### src/rtl/spm_pkg.sv
package spm_pkg;

  typedef enum logic [2:0] {
    PK_REG   = 3'd0,
    PK_CTRL  = 3'd1,
    PK_THRD  = 3'd2,
    PK_VER   = 3'd3,
    PK_TRIM  = 3'd4
  } page_kind_e;

  localparam int EC_PRESENT = 0;
  localparam int EC_WRITE   = 1;
  localparam int EC_FETCH   = 4;
  localparam int EC_MAPV    = 15;

  // one-hot rights bit needed by an access kind
  function automatic logic [2:0] kind_need(input logic [1:0] kind);
    case (kind)
      2'd1:    return 3'b010;
      2'd2:    return 3'b100;
      default: return 3'b001;
    endcase
  endfunction

  // pages that container code may touch directly
  function automatic logic kind_enterable(input logic [2:0] pk);
    return (pk == PK_REG) || (pk == PK_THRD);
  endfunction

  function automatic logic [15:0] fault_code(input logic [1:0] kind,
                                             input logic present,
                                             input logic mapv);
    logic [15:0] c;
    c = '0;
    c[EC_PRESENT] = present;
    c[EC_WRITE]   = (kind == 2'd1);
    c[EC_FETCH]   = (kind == 2'd2);
    c[EC_MAPV]    = mapv;
    return c;
  endfunction

endpackage

### src/rtl/spm_store.sv
module spm_store #(
  parameter int NPAGES = 16,
  parameter int OWN_W  = 4,
  parameter int LP_W   = 20,
  localparam int IDX_W = $clog2(NPAGES),
  localparam int EW    = 2 + OWN_W + 3 + LP_W + 3
) (
  input  logic             clk,
  input  logic             rst_n,
  input  logic             flush,
  input  logic             we,
  input  logic [IDX_W-1:0] widx,
  input  logic             w_valid,
  input  logic             w_blocked,
  input  logic [OWN_W-1:0] w_owner,
  input  logic [2:0]       w_type,
  input  logic [LP_W-1:0]  w_lpage,
  input  logic [2:0]       w_perm,
  input  logic [IDX_W-1:0] ridx,
  output logic             r_valid,
  output logic             r_blocked,
  output logic [OWN_W-1:0] r_owner,
  output logic [2:0]       r_type,
  output logic [LP_W-1:0]  r_lpage,
  output logic [2:0]       r_perm
);

  logic [EW-1:0] wdata;
  logic [EW-1:0] rd_arr [NPAGES];
  logic [EW-1:0] rd;

  assign wdata = {w_valid, w_blocked, w_owner, w_type, w_lpage, w_perm};

  for (genvar i = 0; i < NPAGES; i++) begin : g_ent
    logic [EW-1:0] q;
    logic          hit_w;
    assign hit_w = we && (widx == IDX_W'(i));
    always_ff @(posedge clk) begin
      if (!rst_n)        q <= '0;
      else if (hit_w)    q <= wdata;          // write wins over flush
      else if (flush)    q[EW-1] <= 1'b0;
    end
    assign rd_arr[i] = q;
  end

  assign rd = rd_arr[ridx];
  assign {r_valid, r_blocked, r_owner, r_type, r_lpage, r_perm} = rd;

endmodule

### src/rtl/spm_judge.sv
module spm_judge
  import spm_pkg::*;
#(
  parameter int OWN_W = 4,
  parameter int LP_W  = 20
) (
  input  logic             legacy,
  input  logic             walk_ok,
  input  logic             encl,
  input  logic [1:0]       kind,
  input  logic [2:0]       pt_perm,
  input  logic             in_prot,
  input  logic             tlb_hit,
  input  logic [OWN_W-1:0] owner,
  input  logic [LP_W-1:0]  lpage,
  input  logic             e_valid,
  input  logic             e_blocked,
  input  logic [OWN_W-1:0] e_owner,
  input  logic [2:0]       e_type,
  input  logic [LP_W-1:0]  e_lpage,
  input  logic [2:0]       e_perm,
  output logic             allow,
  output logic             pf,
  output logic             gp,
  output logic             undef,
  output logic [15:0]      err,
  output logic             walk_fail,
  output logic             pt_deny,
  output logic             map_viol
);

  logic [2:0] need;
  logic       ent_ok;

  always_comb begin
    need      = kind_need(kind);
    walk_fail = !walk_ok;
    pt_deny   = walk_ok && ((pt_perm & need) == 3'b000);
    ent_ok    = in_prot && e_valid && (e_owner == owner) &&
                kind_enterable(e_type) && (e_lpage == lpage) &&
                ((e_perm & need) != 3'b000) && !(e_blocked && !tlb_hit);
    map_viol  = encl && walk_ok && !pt_deny && !ent_ok;
    allow     = walk_ok && !pt_deny && !map_viol;
    pf        = walk_fail || pt_deny || (map_viol && !legacy);
    gp        = map_viol && legacy;
    undef     = allow && !encl && in_prot;
    if (walk_fail)                  err = fault_code(kind, 1'b0, 1'b0);
    else if (pt_deny)               err = fault_code(kind, 1'b1, 1'b0);
    else if (map_viol && !legacy)   err = fault_code(kind, 1'b1, 1'b1);
    else                            err = '0;
  end

endmodule

### src/rtl/spm_gate.sv
module spm_gate #(
  parameter int NPAGES   = 16,
  parameter int OWN_W    = 4,
  parameter int PFN_W    = 20,
  parameter int LA_W     = 32,
  parameter int BASE_PFN = 'h80000,
  localparam int IDX_W   = $clog2(NPAGES),
  localparam int LP_W    = LA_W - 12
) (
  input  logic             clk,
  input  logic             rst_n,
  input  logic             legacy_gp,
  input  logic             flush_all,
  input  logic             map_we,
  input  logic [IDX_W-1:0] map_idx,
  input  logic             map_valid,
  input  logic             map_blocked,
  input  logic [OWN_W-1:0] map_owner,
  input  logic [2:0]       map_type,
  input  logic [LP_W-1:0]  map_lpage,
  input  logic [2:0]       map_perm,
  input  logic             req_vld,
  input  logic             req_walk_ok,
  input  logic             req_encl,
  input  logic [1:0]       req_kind,
  input  logic [2:0]       req_pt_perm,
  input  logic [PFN_W-1:0] req_pfn,
  input  logic [LA_W-1:0]  req_laddr,
  input  logic [OWN_W-1:0] req_owner,
  input  logic             req_tlb_hit,
  output logic             rsp_vld,
  output logic             rsp_allow,
  output logic             rsp_pf,
  output logic             rsp_gp,
  output logic [15:0]      rsp_err,
  output logic             rsp_undef
);

  localparam logic [PFN_W-1:0] BASE_LO = PFN_W'(BASE_PFN);

  // named internal events (observed by the checker)
  logic             hit_prot;
  logic             ev_walk_fail;
  logic             ev_pt_deny;
  logic             ev_map_viol;

  logic [PFN_W-1:0] off;
  logic             e_valid, e_blocked;
  logic [OWN_W-1:0] e_owner;
  logic [2:0]       e_type, e_perm;
  logic [LP_W-1:0]  e_lpage;
  logic             j_allow, j_pf, j_gp, j_undef;
  logic [15:0]      j_err;
  logic             unused_bits;

  assign off         = req_pfn - BASE_LO;
  assign hit_prot    = (req_pfn >= BASE_LO) && (off < PFN_W'(NPAGES));
  assign unused_bits = ^{req_laddr[11:0], off[PFN_W-1:IDX_W]};

  spm_store #(.NPAGES(NPAGES), .OWN_W(OWN_W), .LP_W(LP_W)) u_store (
    .clk(clk), .rst_n(rst_n), .flush(flush_all), .we(map_we), .widx(map_idx),
    .w_valid(map_valid), .w_blocked(map_blocked), .w_owner(map_owner),
    .w_type(map_type), .w_lpage(map_lpage), .w_perm(map_perm),
    .ridx(off[IDX_W-1:0]),
    .r_valid(e_valid), .r_blocked(e_blocked), .r_owner(e_owner),
    .r_type(e_type), .r_lpage(e_lpage), .r_perm(e_perm)
  );

  spm_judge #(.OWN_W(OWN_W), .LP_W(LP_W)) u_judge (
    .legacy(legacy_gp), .walk_ok(req_walk_ok), .encl(req_encl),
    .kind(req_kind), .pt_perm(req_pt_perm), .in_prot(hit_prot),
    .tlb_hit(req_tlb_hit), .owner(req_owner), .lpage(req_laddr[LA_W-1:12]),
    .e_valid(e_valid), .e_blocked(e_blocked), .e_owner(e_owner),
    .e_type(e_type), .e_lpage(e_lpage), .e_perm(e_perm),
    .allow(j_allow), .pf(j_pf), .gp(j_gp), .undef(j_undef), .err(j_err),
    .walk_fail(ev_walk_fail), .pt_deny(ev_pt_deny), .map_viol(ev_map_viol)
  );

  always_ff @(posedge clk) begin
    if (!rst_n) begin
      rsp_vld   <= 1'b0;
      rsp_allow <= 1'b0;
      rsp_pf    <= 1'b0;
      rsp_gp    <= 1'b0;
      rsp_err   <= '0;
      rsp_undef <= 1'b0;
    end else begin
      rsp_vld   <= req_vld;
      rsp_allow <= req_vld && j_allow;
      rsp_pf    <= req_vld && j_pf;
      rsp_gp    <= req_vld && j_gp;
      rsp_err   <= req_vld ? j_err : 16'h0000;
      rsp_undef <= req_vld && j_undef;
    end
  end

endmodule

### config.mk
export PLATFORM = sky130hd
export DESIGN_NAME = spm_gate
export DESIGN_NICKNAME = d
export VERILOG_FILES = /design/src/rtl/spm_pkg.sv /design/src/rtl/spm_store.sv /design/src/rtl/spm_judge.sv /design/src/rtl/spm_gate.sv
export SDC_FILE = /design/constraint.sdc
export NUM_CORES = 1
export LEC_CHECK = 0
export BUFFER_PORTS_ARGS = -buffer_cell sky130_fd_sc_hd__buf_2
export CORE_MARGIN = 2
export CORE_UTILIZATION = 40
export CTS_CLUSTER_SIZE = 12
export DETAILED_ROUTE_END_ITERATION = 6
export PLACE_DENSITY_LB_ADDON = 0.08
export SLEW_MARGIN = 15
export SYNTH_ARGS = -nofsm -noshare
export SYNTH_HDL_FRONTEND = slang
export SYNTH_SLANG_ARGS = --single-unit
### constraint.sdc
create_clock -name clk -period 3.4 [get_ports clk]
set_input_delay 0.68 -clock clk [delete_from_list [all_inputs] [get_ports clk]]
set_output_delay 0.68 -clock clk [all_outputs]
set_load 0.01 [all_outputs]
==> results of run 1 <==
[critical path, stage by stage (launching register included)]
cell       delay (ns)
dfxtp_1          0.32
mux4_2           0.51
nor3_2           0.17
o31ai_1          0.11
a2111oi_1        0.59
buf_4            0.20
nand4_1          0.12
buf_4            0.20
or4_4            0.53
nor4_2           0.25
buf_4            0.16
nor3b_1          0.05
[state kept, by name, indices dropped and copies added, names as in the netlist]
signal	count
rsp_allow	1
rsp_err	4
rsp_gp	1
rsp_pf	1
rsp_undef	1
rsp_vld	1
u_store.g_ent.q	496
[power groups by stage]
| stage | registers [mW] | logic (mW) | clock network, mW |
|---|---|---|---|
| detailed placement | 6.16 | 1.07 | 0 |
| global placement | 6.16 | 1.06 | 0 |
| floorplan | 6.15 | 0.644 | 0 |
| CTS | 6.03 | 1.08 | 6.40 |
| finish | 6.03 | 1.08 | 6.30 |
| global route | 6.04 | 1.15 | 6.65 |
[metal layers]
| metal | GRT usage | vias up |
|---|---|---|
| li1 | - | 9141 |
| met1 | 0.393 | 9632 |
| met2 | 0.435 | 661 |
| met3 | 0.0416 | 132 |
| met4 | 0.0863 | 2 |
| met5 | 0 | - |
[cells by family (layout without fill, tap and decap cells)]
family                     Yosys count  in the layout  share of synthesized area
and+or+nand+nor                   1135           1135                      0.192
AOI/OAI and AO/OA                  566            566                      0.181
other                                1             19                   0.000160
muxes                              184            184                      0.129
buffers and inverters              282            362                     0.0528
xor gates and xnor gates            33             33                     0.0123
DFF                                505            505                      0.431
adders and majority gates            4              4                    0.00213
[per-stage QoR]
step | power [mW] | area [um^2] | util | std cells
global route | 13.8 | 27200 | 0.471 | 3571
floorplan | 6.80 | 23500 | - | 2721
global placement | 7.22 | 25300 | 0.437 | 3459
CTS | 13.5 | 27200 | 0.471 | 3566
finish | 13.4 | 27200 | 0.471 | 3573
detailed placement | 7.23 | 25300 | 0.437 | 3459
[repair_timing]
item	4_1_cts	5_1_grt
hold endpoints to repair	0	0
gates resized for setup	0	2
setup endpoints to repair	0	7
[final timing paths]
path | from | end | slack [ns] | cells after the start
worst max-delay path | u_store.g_ent[13].q[9]$_SDFFE_PN0P_ | rsp_err[4]$_SDFF_PN0_ | 0.06 | 11
worst min-delay path | req_encl | rsp_undef$_SDFF_PN0_ | 0.28 | 2
worst max register to register | u_store.g_ent[13].q[9]$_SDFFE_PN0P_ | rsp_err[4]$_SDFF_PN0_ | 0.06 | 11
worst min register to register | u_store.g_ent[9].q[12]$_SDFFE_PN0P_ | u_store.g_ent[9].q[12]$_SDFFE_PN0P_ | 0.46 | 2
[cell usage in the layout, fill, tap and decap left out, types with 20 or more instances in the layout]
| master | netlist | final |
|---|---|---|
| buf_2 | 9 | 97 |
| nand2_1 | 1011 | 999 |
| buf_4 | 25 | 128 |
| xnor2_1 | 24 | 24 |
| nor2_1 | 33 | 21 |
| clkbuf_16 | 0 | 59 |
| clkbuf_8 | 0 | 20 |
| mux4_2 | 95 | 95 |
| mux2i_1 | 89 | 89 |
| a21boi_0 | 496 | 496 |
| dfxtp_1 | 505 | 505 |
[cell type report]
cell class	instances	area [um^2]	share of cell area
clock buffer	96	1820	0.0667
antenna	7	17.5	0.000643
clock inverter	11	114	0.00418
inverter	8	30.0	0.00110
multi-input combinational	1934	12300	0.453
sequential	505	10100	0.371
tap	765	957	0.0351
timing repair buffer	247	1860	0.0685
==> results_dict.tcl, run 1 <==
set metrics [dict create \
    status "completed" \
    crit_fanout 3 \
    io_pins 127 \
    synth_warnings 0 \
    ys_types 54 \
    power_switching_mw 3.23 \
    h-tree-depth 2 \
    root_buffer "clkbuf_16" \
    ys_seq_elements 505 \
    yosysSeqAreaShare 0.431 \
    end_kind "register" \
    rsz0062_at_grt "false" \
    fillers 5503 \
    final_net_count 2863 \
    drc_errors 0 \
    worstPathArrival_ns 3.83 \
    path_class "reg2reg" \
    drt-initial-drc-count 1675 \
    area_growth_pct 16.1 \
    internal_power_mw 10.2 \
    hold_violations 0 \
    rows 88 \
    final-setup-viol-count 0 \
    clk-insertion-delay-late_ns 0.62 \
    chipHeight_um 246 \
    yosysMostFrequentCell "nand2_1" \
    synth_common_cells "nand2_1 (1011), dfxtp_1 (505), a21boi_0 (496)" \
    antenna_found_initial 7 \
    m1WireLength_um 38100 \
    tightest_slew_ns 0.801 \
    finalWeightedCongestion 0.781 \
    power_density_mw_per_mm2 492 \
    synth_top_area_share 0.431 \
    p_seq_frac 0.450 \
    async_flop_share 0 \
    power_frac_clock 0.469 \
    grt_max_degree 189 \
    postLayoutSetupSlackWorst_ns 0.0599 \
    p_comb_frac 0.081 \
    die_w_um 246 \
    fin_worst_skew_ns 0.0206 \
    place_ws_ns -0.628 \
    p_leak_nw 9.28 \
    start_util 0.406 \
    fmax_mhz 299 \
    grt_pass1_wl_um 124000 \
    critPathLaunchType "register" \
    cts.sinks 505 \
    grt_use_total 0.277 \
    post_cts_buffers 0 \
    place_hpwl_um 48900 \
    synth_cells 2710 \
    fp.coreArea_mm2 0.0578 \
    synth_ff_type "dfxtp_1" \
    cts_tree "yes" \
    cap_violations 0 \
    wl_per_cell_um 23.7 \
    dr.pass1.iters 7 \
    slew_headroom 0.465 \
    wl_met3_um 5910 \
    cts-buffers-inserted 57 \
    top_layer "met5" \
    min_path_type "in2reg" \
    syn_avg_cell_area_um2 8.66 \
    synth_edf_count 0 \
    route.met2.wl_um 38300 \
    post-route-min-period_ns 3.34 \
    die_area_mm2 0.0606 \
    switching_share 0.241 \
    vias 19600 \
    syn-cell-area_mm2 0.0235 \
    fin_hold_ws_ns 0.281 \
    grt_overflow 0 \
    fin_crit_sh 0.982 \
    critPathRequiredTime_ns 3.89 \
    synthTopCellsByArea "dfxtp_1 (43%), nand2_1 (16%), a21boi_0 (16%), mux4_2 (9.1%), mux2i_1 (3.8%)" \
    cts_buffer_depth 3 \
    finalSetupTns_ns 0 \
    cts.clk_slew.worst_paths_ns 0.06 \
    hold_buffers 0 \
    yosysTopAreaCell "dfxtp_1" \
    finalMaxSlewViolations 0 \
    wl_um 84600 \
    ant_nets 0 \
    grt_pass1_vias 18700 \
    drive_gt1_frac 0.169 \
    vias_per_cell 5.48 \
    ir_worst_vdd_v 0.000373 \
    portBuffers 101 \
]
(Power assumes the default switching activity.)
==> inputs of run 2 (changes only) <==
- CELL_PAD_IN_SITES_DETAIL_PLACEMENT: not set -> 0
- CELL_PAD_IN_SITES_GLOBAL_PLACEMENT: not set -> 2
- CORE_UTILIZATION: 40 -> 38
- CTS_CLUSTER_DIAMETER: not set -> 50
==> run 2 against run 1 <==
Non-clock buffer count increased by 1. Critical path type is now in2reg. Worst hold slack better by 0.020 ns. Critical endpoint is now rsp_allow$_SDFF_PN0_. Sequential share of layout area shrank 0.66 points. Global-route usage grew 0.17 points. Design area rose by 1.8%. Cell count grew 0.95%. Wire length rose by 6.1%. Sequential power barely moved. Flip-flop and latch count unchanged. First-iteration DRC count shrank 7.5%. Count of clock-buffer cells in the layout fell by 9. Critical path depth unchanged.
==> results_dict.tcl, run 2 (same netlist as run 1, synthesis figures left out) <==
set metrics [dict create \
    area_growth_pct 18.2 \
    ant_nets 0 \
    start_util 0.382 \
    finalMaxSlewViolations 0 \
    layout_commonest_cell "nand2_1" \
    fin_worst_skew_ns 0.0208 \
    rows 91 \
    grt_use_total 0.279 \
    mostFrequentLayoutCells "nand2_1 (999), dfxtp_1 (505), a21boi_0 (496), buf_4 (126), buf_2 (97)" \
    cts_tree "yes" \
    chipHeight_um 252 \
    internal_power_mw 11.1 \
    grt_pass1_vias 18800 \
    post_cts_buffers 0 \
    final_net_count 2876 \
    final-setup-viol-count 0 \
    final_cell_count_no_fill 3607 \
    fp.coreArea_mm2 0.0614 \
    placed_cells_incl_taps 3485 \
    grt_overflow 0 \
    drc_errors 0 \
    power_density_mw_per_mm2 531 \
    crit_chain "buf_6 -> mux4_2 -> nor3_2 -> o31ai_1 -> a2111oi_0 -> buf_4 -> nand4_1 -> buf_4 -> or4_4 -> or3_1 -> a21oi_1" \
    cts.sinks 505 \
    root_buffer "clkbuf_16" \
    vias_per_cell 5.45 \
    cts.clk_slew.worst_paths_ns 0.06 \
    power_switching_mw 3.62 \
    dr.pass1.iters 5 \
    die_w_um 252 \
    slowest_stage "a2111oi_0" \
    max_stage_delay_ns 0.63 \
    finalWeightedCongestion 0.788 \
    top_register "u_store.g_ent.q" \
    reg.largest.list "u_store.g_ent.q x496, rsp_err x4" \
    cts_resized 1 \
    postLayoutSetupSlackWorst_ns 0.101 \
    antenna_found_initial 3 \
    grt_pass1_wl_um 130000 \
    fin_crit_sh 0.970 \
    end_kind "register" \
    clk-insertion-delay-late_ns 0.60 \
    fmax_mhz 303 \
    post-route-min-period_ns 3.30 \
    p_leak_nw 9.51 \
    p_comb_frac 0.075 \
    path_class "in2reg" \
    h-tree-depth 3 \
    io_pins 127 \
    vias 19600 \
    place_hpwl_um 52800 \
    crit_fanout 8 \
    switching_share 0.246 \
    slew_headroom 0.407 \
    wl_per_cell_um 24.9 \
    critPathRequiredTime_ns 3.94 \
    drt-initial-drc-count 1549 \
    hold_violations 0 \
    power_frac_clock 0.515 \
    drive_gt1_frac 0.178 \
    min_path_type "in2reg" \
    worst_path_most_repeated_cell "buf_4" \
    grt_max_degree 135 \
    p_seq_frac 0.410 \
    die_area_mm2 0.0638 \
    fillers 5962 \
    status "completed" \
    rrSetupSlack_ns 0.12 \
    largest_register_ffs 496 \
    ir_worst_vdd_v 0.000314 \
    wl_um 89800 \
    cts_buffer_depth 3 \
    cts-buffers-inserted 69 \
    portBuffers 101 \
    rsz0062_at_grt "false" \
    place_ws_ns -0.677 \
    tightest_slew_ns 0.887 \
    cap_violations 0 \
    worstPathArrival_ns 3.83 \
    hold_buffers 0 \
    critPathLaunchType "input pin" \
]
-- run 2: per-layer routing --
layer  share of wire  vias up  GRT usage  wire [um]
met5         0.00011        -          0         10
met4           0.024        2     0.0754       2190
met3           0.059      136     0.0495       5260
met2            0.46      624      0.443      41100
met1            0.46     9711      0.390      41200
li1                -     9169          -          -
-- run 2: final cells by class --
cell class | instances | area (um^2) | share of cell area
sequential | 505 | 10100 | 0.365
clock inverter | 34 | 432 | 0.0156
timing repair buffer | 248 | 1900 | 0.0686
clock buffer | 87 | 1940 | 0.0699
multi-input combinational | 1934 | 12300 | 0.445
tap | 790 | 988 | 0.0357
inverter | 8 | 30.0 | 0.00108
antenna | 1 | 2.50 | 0.0000903
-- run 2: metrics by stage --
step | total power [mW] | hold slack [ns] | cell area (um^2) | setup TNS [ns] | utilization
5_1_grt | 15.1 | 0.286 | 27700 | 0 | 0.452
6_report | 14.7 | 0.300 | 27700 | 0 | 0.452
2_1_floorplan | 6.80 | 0.440 | 23500 | 0 | -
3_5_place_dp | 7.26 | 0.453 | 25300 | -4.51 | 0.413
3_3_place_gp | 7.25 | 0.446 | 25300 | -4.64 | 0.413
4_1_cts | 14.8 | 0.270 | 27700 | 0 | 0.452
-- run 2: power groups by stage --
stage / clock network, mW / registers (mW) / logic, mW
floorplan: 0 / 6.15 / 0.644
global placement: 0 / 6.16 / 1.09
detailed placement: 0 / 6.16 / 1.10
CTS: 7.69 / 6.03 / 1.10
global route: 7.92 / 6.04 / 1.17
finish: 7.57 / 6.03 / 1.11
-- run 2: critical path: cells and delay by family --
family	cells	cell delay, ns
AO/OA/AOI/OAI	3	0.86
AND/OR/NAND/NOR	4	1.17
multiplexers	1	0.54
buffers and inverters	3	0.59
-- run 2: final timing paths --
check	from	to	cells past startpoint
min reg2reg	u_store.g_ent[14].q[9]$_SDFFE_PN0P_	u_store.g_ent[14].q[9]$_SDFFE_PN0P_	2
min	req_encl	rsp_undef$_SDFF_PN0_	2
max reg2reg	u_store.g_ent[15].q[9]$_SDFFE_PN0P_	rsp_allow$_SDFF_PN0_	10
max	req_pfn[0]	rsp_allow$_SDFF_PN0_	11
